<file path="src/rtl/line_dir_pkg.sv">
package line_dir_pkg;

  typedef enum logic [1:0] {
    DIR_REST    = 2'b00,
    DIR_CARD_IN = 2'b01,
    DIR_HOST_IN = 2'b10
  } dir_state_e;

endpackage

</file>
<file path="src/rtl/line_sync_edge.sv">
module line_sync_edge #(
  parameter int   STAGES  = 2,
  parameter logic RST_VAL = 1'b1
) (
  input  logic clk,
  input  logic rst_n,
  input  logic d_i,
  output logic lvl_o,
  output logic fall_o
);

  localparam int LAST = STAGES - 1;

  logic [LAST:0] chain_q;
  logic [LAST:0] chain_d;
  logic          prev_q;

  generate
    if (STAGES == 1) begin : g_single
      always_comb chain_d = d_i;
    end else begin : g_multi
      always_comb chain_d = {chain_q[LAST-1:0], d_i};
    end
  endgenerate

  always_ff @(posedge clk or negedge rst_n) begin
    if (!rst_n) begin
      chain_q <= {STAGES{RST_VAL}};
      prev_q  <= RST_VAL;
    end else begin
      chain_q <= chain_d;
      prev_q  <= chain_q[LAST];
    end
  end

  assign lvl_o  = chain_q[LAST];
  assign fall_o = prev_q & ~chain_q[LAST];

endmodule

</file>
<file path="src/rtl/line_lane_arb.sv">
module line_lane_arb
  import line_dir_pkg::*;
#(
  parameter int SYNC_STAGES = 2
) (
  input  logic clk,
  input  logic rst_n,
  input  logic recv_en,
  input  logic host_line_i,
  input  logic card_line_i,
  output logic host_pull_o,
  output logic card_pull_o
);

  logic host_s, host_fall, card_s, card_fall;
  dir_state_e st_q, st_d;

  line_sync_edge #(.STAGES(SYNC_STAGES), .RST_VAL(1'b1)) u_host_sync (
    .clk    (clk),
    .rst_n  (rst_n),
    .d_i    (host_line_i),
    .lvl_o  (host_s),
    .fall_o (host_fall)
  );

  line_sync_edge #(.STAGES(SYNC_STAGES), .RST_VAL(1'b0)) u_card_sync (
    .clk    (clk),
    .rst_n  (rst_n),
    .d_i    (card_line_i),
    .lvl_o  (card_s),
    .fall_o (card_fall)
  );

  always_comb begin
    st_d = st_q;
    if (!recv_en) begin
      st_d = DIR_REST;
    end else begin
      unique case (st_q)
        DIR_REST: begin
          if (card_fall && (host_s || host_fall)) st_d = DIR_CARD_IN;
          else if (host_fall && card_s)          st_d = DIR_HOST_IN;
        end
        DIR_CARD_IN: if (card_s) st_d = DIR_REST;
        DIR_HOST_IN: if (host_s) st_d = DIR_REST;
        default:     st_d = DIR_REST;
      endcase
    end
  end

  always_ff @(posedge clk or negedge rst_n) begin
    if (!rst_n) st_q <= DIR_REST;
    else        st_q <= st_d;
  end

  assign host_pull_o = recv_en && (st_q == DIR_CARD_IN);
  assign card_pull_o = !recv_en || (st_q == DIR_HOST_IN);

  assert_rx_off_rests_R2: assert property (@(posedge clk) disable iff (!rst_n)
    !recv_en |=> st_q == DIR_REST);

  assert_card_entry_R3: assert property (@(posedge clk) disable iff (!rst_n)
    (recv_en && st_q == DIR_REST && card_fall && host_s) |=> st_q == DIR_CARD_IN);

  assert_host_entry_R4: assert property (@(posedge clk) disable iff (!rst_n)
    (recv_en && st_q == DIR_REST && host_fall && card_s) |=> st_q == DIR_HOST_IN);

  assert_release_R5: assert property (@(posedge clk) disable iff (!rst_n)
    (st_q != DIR_REST && ((st_q == DIR_CARD_IN) ? card_s : host_s)) |=> st_q == DIR_REST);

  assert_hold_while_low_R6: assert property (@(posedge clk) disable iff (!rst_n)
    (recv_en && st_q == DIR_CARD_IN && !card_s) |=> st_q == DIR_CARD_IN);

  assert_tie_card_wins_R7: assert property (@(posedge clk) disable iff (!rst_n)
    (recv_en && st_q == DIR_REST && card_fall && host_fall) |=> st_q == DIR_CARD_IN);

  assert_no_direct_swap_R10: assert property (@(posedge clk) disable iff (!rst_n)
    st_q == DIR_HOST_IN |=> st_q != DIR_CARD_IN);

endmodule

</file>
<file path="src/rtl/line_dir_arbiter.sv">
module line_dir_arbiter #(
  parameter int LANES       = 3,
  parameter int SYNC_STAGES = 2
) (
  input  logic             clk,
  input  logic             rst_n,
  input  logic             recv_en,
  input  logic [LANES-1:0] host_line_i,
  input  logic [LANES-1:0] card_line_i,
  output logic [LANES-1:0] host_pull_o,
  output logic [LANES-1:0] card_pull_o
);

  genvar g;
  generate
    for (g = 0; g < LANES; g++) begin : g_lane
      line_lane_arb #(.SYNC_STAGES(SYNC_STAGES)) u_lane (
        .clk         (clk),
        .rst_n       (rst_n),
        .recv_en     (recv_en),
        .host_line_i (host_line_i[g]),
        .card_line_i (card_line_i[g]),
        .host_pull_o (host_pull_o[g]),
        .card_pull_o (card_pull_o[g])
      );
    end
  endgenerate

  assert_no_both_pulled_R9: assert property (@(posedge clk) disable iff (!rst_n)
    (host_pull_o & card_pull_o) == '0);

endmodule

</file>
<file path="config.mk">
export PLATFORM = sky130hd
export DESIGN_NAME = line_dir_arbiter
export DESIGN_NICKNAME = d
export VERILOG_FILES = /design/src/rtl/line_dir_pkg.sv /design/src/rtl/line_sync_edge.sv /design/src/rtl/line_lane_arb.sv /design/src/rtl/line_dir_arbiter.sv
export SDC_FILE = /design/constraint.sdc
export NUM_CORES = 1
export LEC_CHECK = 0
export ABC_AREA = 1
export ABC_CLOCK_PERIOD_IN_PS = 3100
export CAP_MARGIN = 20
export CORE_ASPECT_RATIO = 1.1
export CORE_UTILIZATION = 26
export CTS_BUF_LIST = sky130_fd_sc_hd__clkbuf_4 sky130_fd_sc_hd__clkbuf_8
export CTS_CLUSTER_DIAMETER = 30
export DETAILED_ROUTE_END_ITERATION = 10
export PLACE_DENSITY = 0.47
export SLEW_MARGIN = 20
export SYNTH_ARGS = -nofsm -noshare
export SYNTH_HDL_FRONTEND = slang
export SYNTH_HIERARCHICAL = 1
export SYNTH_SLANG_ARGS = --single-unit
</file>
<file path="constraint.sdc">
create_clock -name clk -period 3.1 [get_ports clk]
set_clock_uncertainty 0.05 [all_clocks]
set_input_delay 0.31 -clock clk [delete_from_list [all_inputs] [get_ports clk]]
set_output_delay 0.31 -clock clk [all_outputs]
set_load 0.1 [all_outputs]
</file>
==> run metrics, run 1 <==
outcome completed; total grt overflow 0; mean post-synth cell area roughly 8.8 um^2; final hold slack 0.302 ns; Worst Hold Depth 0; Pwr Density between 500 and 600 mW/mm^2; # fillers 410; initial antenna violation count 0; fin crit period a little under 2 ns; crit end category output pin; switch share 0.290; Die W 61.3 um; reg2reg path depth 5; Final Setup Violations 0; Post-Synth Simple-Gate Area 0.280; IO Port Bufs 14; first-pass GRT wire length 2680 um; Critical R2R Launch g_lane[1].u_lane/u_host_sync/chain_q[1]; FF+latch count, synth 24; Leak 0.606 nW; H-Tree Depth 1; Starting Density 0.273; CP bufs+invs 2; io pins 15; hold_sp g_lane[2].u_lane/u_card_sync/chain_q[0]; drt first pass iters 4; Resized Gates After CTS 0; Req. time, crit path around 2.7 ns; fin nets between 100 and 150; final WL 1510 um; total number of vias approximately 730; post-synthesis sequential area ratio 0.608; Die Ht 67.2 um; Synth Area in Adders 0; CTS tree done; Root Driver clkbuf_8; Max Buffers Root-to-Sink 2; slowest CP cell clkdlybuf4s50_1; total clock sinks 24; worst min-delay path class flip-flop to flip-flop; Reg power frac 0.510; critical path launch point type input pin; drt via density 3.94; xor/xnor cell area share of the yosys netlist 0; Critical R2R Capture g_lane[1].u_lane/st_q[1]; Global Route Usage Sum 0.0875; RSZ-0062 raised after global routing no; slew of the pin with the lowest slew margin 0.475 ns; CP cell instances clkdlybuf4s50_1, nand2_1, nor2_1, buf_4; diode count 0; DR iter-0 viols 28; Compound-Gate Fraction of Synth Area 0.0448; dpl hpwl 1130 um; Fmax 505 MHz; setup TNS 0 ns; Tcrit/Tclk final 0.639; layout cell share with drive strength beyond 1 0.313; Final Wtd Congestion 0.735; Synth cell types 10; Clk Latency, worst-skew pair 0.26 ns; Power Internal 0.490 mW; Top delay family on crit path buffers and inverters; Hold Path Sink g_lane[2].u_lane/u_card_sync/chain_q[1]; core area 0.00368 mm^2; final-report hold violation count 0; main combinational cell family by area after synthesis simple AND/OR/NAND/NOR gates; row count 23; yosys warns 6; Synth Net Count between 100 and 150; max cap viols 0; largest fanout on the critical path 12; Reg2Reg Setup Slack approximately 1.9 ns; vias in the first global route 668; Post-Syn Area 0.00101 mm^2; residual DRC count 0; Reg clk slew, reported paths about 0.08 ns; Largest stage delay, worst path ~0.76 ns; Worst VDD drop 0.163 mV; Arr. time, crit path 1.62 ns; post-synthesis mux area share 0; Switching Power 0.200 mW; antenna-violating nets left 0; largest net degree at the start of global routing 23; Syn Inst Count 114; critical path type input pin to output pin; DIE AREA 0.00412 mm^2; CTS buffer count 3; WL per Instance 8.23 um; synthesis-to-finish area growth 25.4%; Logic pwr share 0.188; Max-slew headroom 0.683; Clk network pwr share 0.302; Slew Limit Fails 0
[power by group through the flow]
stage	Clock [mW]	Combinational, mW	Sequential, mW
after floorplan	0	0.0943	0.355
after CTS	0.218	0.131	0.352
final	0.208	0.130	0.352
after global placement	0	0.129	0.357
after global routing	0.229	0.144	0.355
after detailed placement	0	0.131	0.358
[what timing repair did]
action,in CTS,in global routing
endpoints found under the hold margin,0,15
buffers inserted,0,0
setup endpoints to repair,0,0
hold buffers,0,1
[Yosys cell counts]
master   instances  share of area
dfstp_2          9           0.24
inv_1           12          0.045
o21ai_0          9          0.045
nor2_2          12          0.075
nand2_2          3          0.019
nor2_1          27           0.10
inv_2            6          0.022
nand2_1         15          0.056
dfrtp_1         15           0.37
nand3_1          6          0.030
[layout make-up]
cell class              count  area [um^2]  area share
clock buffers               4         55.1      0.0437
inverters                  18         67.6      0.0536
multi-input cells          72          327       0.259
flip-flops and latches     24          612       0.485
well taps                  50         62.6      0.0496
repair buffers             16          138       0.109
[worst max path at each step]
stage | start | to | slack (ns) | cells after the start
3_3_place_gp | recv_en | host_pull_o[0] | 1.14 | 4
6_report | recv_en | host_pull_o[1] | 1.12 | 4
3_5_place_dp | recv_en | host_pull_o[1] | 1.12 | 4
5_1_grt | recv_en | host_pull_o[2] | 1.04 | 4
2_1_floorplan | g_lane[0].u_lane/st_q[0] | card_pull_o[0] | 0.22 | 1
4_1_cts | recv_en | host_pull_o[1] | 1.11 | 4
[per-stage QoR]
stage / cell area, um^2 / power, mW / utilization / cells / setup WS, ns
2_1_floorplan: 1010 / 0.449 / - / 114 / 0.218
5_1_grt: 1260 / 0.728 / 0.342 / 184 / 1.04
6_report: 1260 / 0.689 / 0.342 / 184 / 1.12
3_3_place_gp: 1200 / 0.486 / 0.326 / 179 / 1.14
4_1_cts: 1260 / 0.701 / 0.341 / 183 / 1.11
3_5_place_dp: 1200 / 0.488 / 0.326 / 179 / 1.12
[logic make-up (layout without fill, tap and decap cells)]
kind of cell    Yosys count  count (layout)
flops                    24              24
buf+inv                  18              38
compound gates            9               9
simple gates             63              63
[metal layers]
| layer | wire length, um | share of wire | GRT usage | up-vias |
|---|---|---|---|---|
| li1 | - | - | - | 384 |
| met1 | 764 | 0.50 | 0.115 | 325 |
| met2 | 672 | 0.44 | 0.136 | 11 |
| met3 | 38 | 0.025 | 0.0115 | 5 |
| met4 | 39 | 0.026 | 0.0511 | 0 |
| met5 | 0 | 0 | 0 | - |
[flip-flops by register name, summed over array words and instances (netlist names)]
signal / count
g_lane.u_lane/st_q: 6
g_lane.u_lane/u_card_sync/chain_q: 6
g_lane.u_lane/u_card_sync/prev_q: 3
g_lane.u_lane/u_host_sync/chain_q: 6
g_lane.u_lane/u_host_sync/prev_q: 3
[layout by cell type, fill, tap and decap left out, types with 7 or more instances in the layout]
master and count:
nor2_1 27, nand2_1 15, dfrtp_1 15, inv_1 12, nor2_2 12, o21ai_0 9, dfstp_2 9, buf_4 7
clkdlybuf4s50_1 7
No activity file was read; power rests on OpenSTA's default activity.
==> run 2, diff against run 1 <==
--- a/config.mk
+++ b/config.mk
@@ -6,7 +6,7 @@
 export NUM_CORES = 1
 export LEC_CHECK = 0
 export ABC_AREA = 1
-export ABC_CLOCK_PERIOD_IN_PS = 3100
+export ABC_CLOCK_PERIOD_IN_PS = 1900
 export CAP_MARGIN = 20
 export CORE_ASPECT_RATIO = 1.1
 export CORE_UTILIZATION = 26
==> constraint.sdc (replaced) <==
create_clock -name clk -period 1.9 [get_ports clk]
set_clock_uncertainty 0.05 [all_clocks]
set_input_delay 0.19 -clock clk [delete_from_list [all_inputs] [get_ports clk]]
set_output_delay 0.19 -clock clk [all_outputs]
set_load 0.1 [all_outputs]
==> run metrics, run 2 (synthesis gave the netlist of run 1 again) <==
total clock sinks 24; CP bufs+invs 2; DIE AREA approximately 0.004 mm^2; Worst setup startpoint recv_en; Die W 61.3 um; io pins 15; setup TNS 0 ns; total number of vias 722; core area 0.00368 mm^2; hold_buf cts 0; worst min-delay path class input pin to async pin; crit end category output pin; IO Port Bufs 14; Max-slew headroom 0.761; Top delay family on crit path buffers and inverters; Arr. time, crit path 1.36 ns; WL per Instance 8.41 um; Clk Latency, worst-skew pair roughly 0.26 ns; first-pass GRT wire length 2850 um; critical path type input pin to output pin; max cap viols 0; Post-CTS Setup Bufs 0; CTS tree done; total grt overflow 0; top flop regs g_lane.u_lane/st_q (6), g_lane.u_lane/u_card_sync/chain_q (6), g_lane.u_lane/u_host_sync/chain_q (6); Metal-1 WL 749 um; DR top layer met4; Fmax 626 MHz; fin crit period 1.60 ns; Max Buffers Root-to-Sink 2; Reg clk slew, reported paths 0.08 ns; vias in the first global route just under 700; Final Setup Violations 0; CTS buffer count 3; row count 23; H-Tree Depth 1; Final Wtd Congestion just under 0.8; Root Driver clkbuf_8; Tcrit/Tclk final 0.841; Worst VDD drop 0.253 mV; initial antenna violation count 0; dpl hpwl 1120 um; most common cell after layout, fill and taps aside nor2_1; fin nets 144; Resized Gates After CTS 0; final hold slack 0.224 ns; met2 routed WL ~720 um; antenna-violating nets left 0; CP cell instances clkdlybuf4s50_1, nand2_1, nor2_2, buf_12; slowest CP cell clkdlybuf4s50_1; Slew Limit Fails 0; drt first pass iters 4; Die Ht 67.2 um; slew of the pin with the lowest slew margin 0.358 ns; synthesis-to-finish area growth 33.8%; Req. time, crit path 1.66 ns; largest net degree at the start of global routing 25; residual DRC count 0; final-report hold violation count 0; critical path launch point type input pin; Leak 0.630 nW; commonest cells after routing, fill and taps aside nor2_1 (24), nand2_1 (15), nor2_2 (15), dfrtp_1 (15), inv_1 (12); RSZ-0062 raised after global routing no; Global Route Usage Sum 0.0960; final core area utilization 0.365; Critical R2R Launch g_lane[0].u_lane/u_host_sync/chain_q[1]; largest fanout on the critical path 10; Pwr Density 864 mW/mm^2; drt via density 3.92; diode count 0; Starting Density 0.273; Largest stage delay, worst path slightly below 0.7 ns; layout cell share with drive strength beyond 1 0.336; met3 WL 57 um; DR iter-0 viols 30; outcome completed; final WL approximately 1500 um
==> run 2: cell types whose count changed in the layout (fill, tap and decap cells not counted) <==
cell / previous run / this run
buf_12: 0 / 6
buf_2: 1 / 0
buf_4: 7 / 2
clkdlybuf4s50_1: 7 / 8
dlygate4sd3_1: 1 / 0
nor2_1: 27 / 24
nor2_2: 12 / 15
o21ai_0: 9 / 6
o21ai_1: 0 / 3
==> run 2: area by class of cell <==
| class | count | area [um^2] |
|---|---|---|
| clock buffers | 4 | 55.1 |
| fillers | 389 | 2340 |
| inverters | 18 | 67.6 |
| multi-input cells | 72 | 334 |
| flip-flops and latches | 24 | 612 |
| well taps | 50 | 62.6 |
| repair buffers | 16 | 215 |
==> run 2: where the power goes <==
group          internal, mW  total (mW)  switching, mW
registers             0.551       0.574         0.0223
clock network         0.185       0.342          0.158
logic                0.0889       0.247          0.158
==> run 2: routing by layer <==
layer,GRT usage,up-vias
met5,0,-
met4,0.0710,0
met3,0.0249,2
met2,0.139,13
met1,0.122,325
li1,-,382
==> run 2: path summary, 6_finish.rpt <==
check / endpoint / slack (ns) / depth (start not counted)
min in group clk: g_lane[0].u_lane/u_host_sync/chain_q[0] / 0.27 / 1
hold reg to reg: g_lane[0].u_lane/u_card_sync/chain_q[1] / 0.30 / 0
hold / removal: g_lane[0].u_lane/st_q[0] / 0.22 / 2
setup reg to reg: g_lane[0].u_lane/st_q[1] / 0.70 / 5
max in group asynchronous: g_lane[0].u_lane/u_host_sync/prev_q / 1.28 / 2
setup / recovery: host_pull_o[1] / 0.30 / 4
==> run 2: per-stage QoR <==
step                instances  power [mW]  instance area (um^2)  setup slack, ns
detailed placement        180       0.833                  1290            0.285
global route              184        1.24                  1350            0.198
floorplan                 114       0.737                  1010           -0.104
CTS                       184        1.18                  1350            0.277
finish                    184        1.16                  1350            0.302
global placement          180       0.829                  1290            0.319
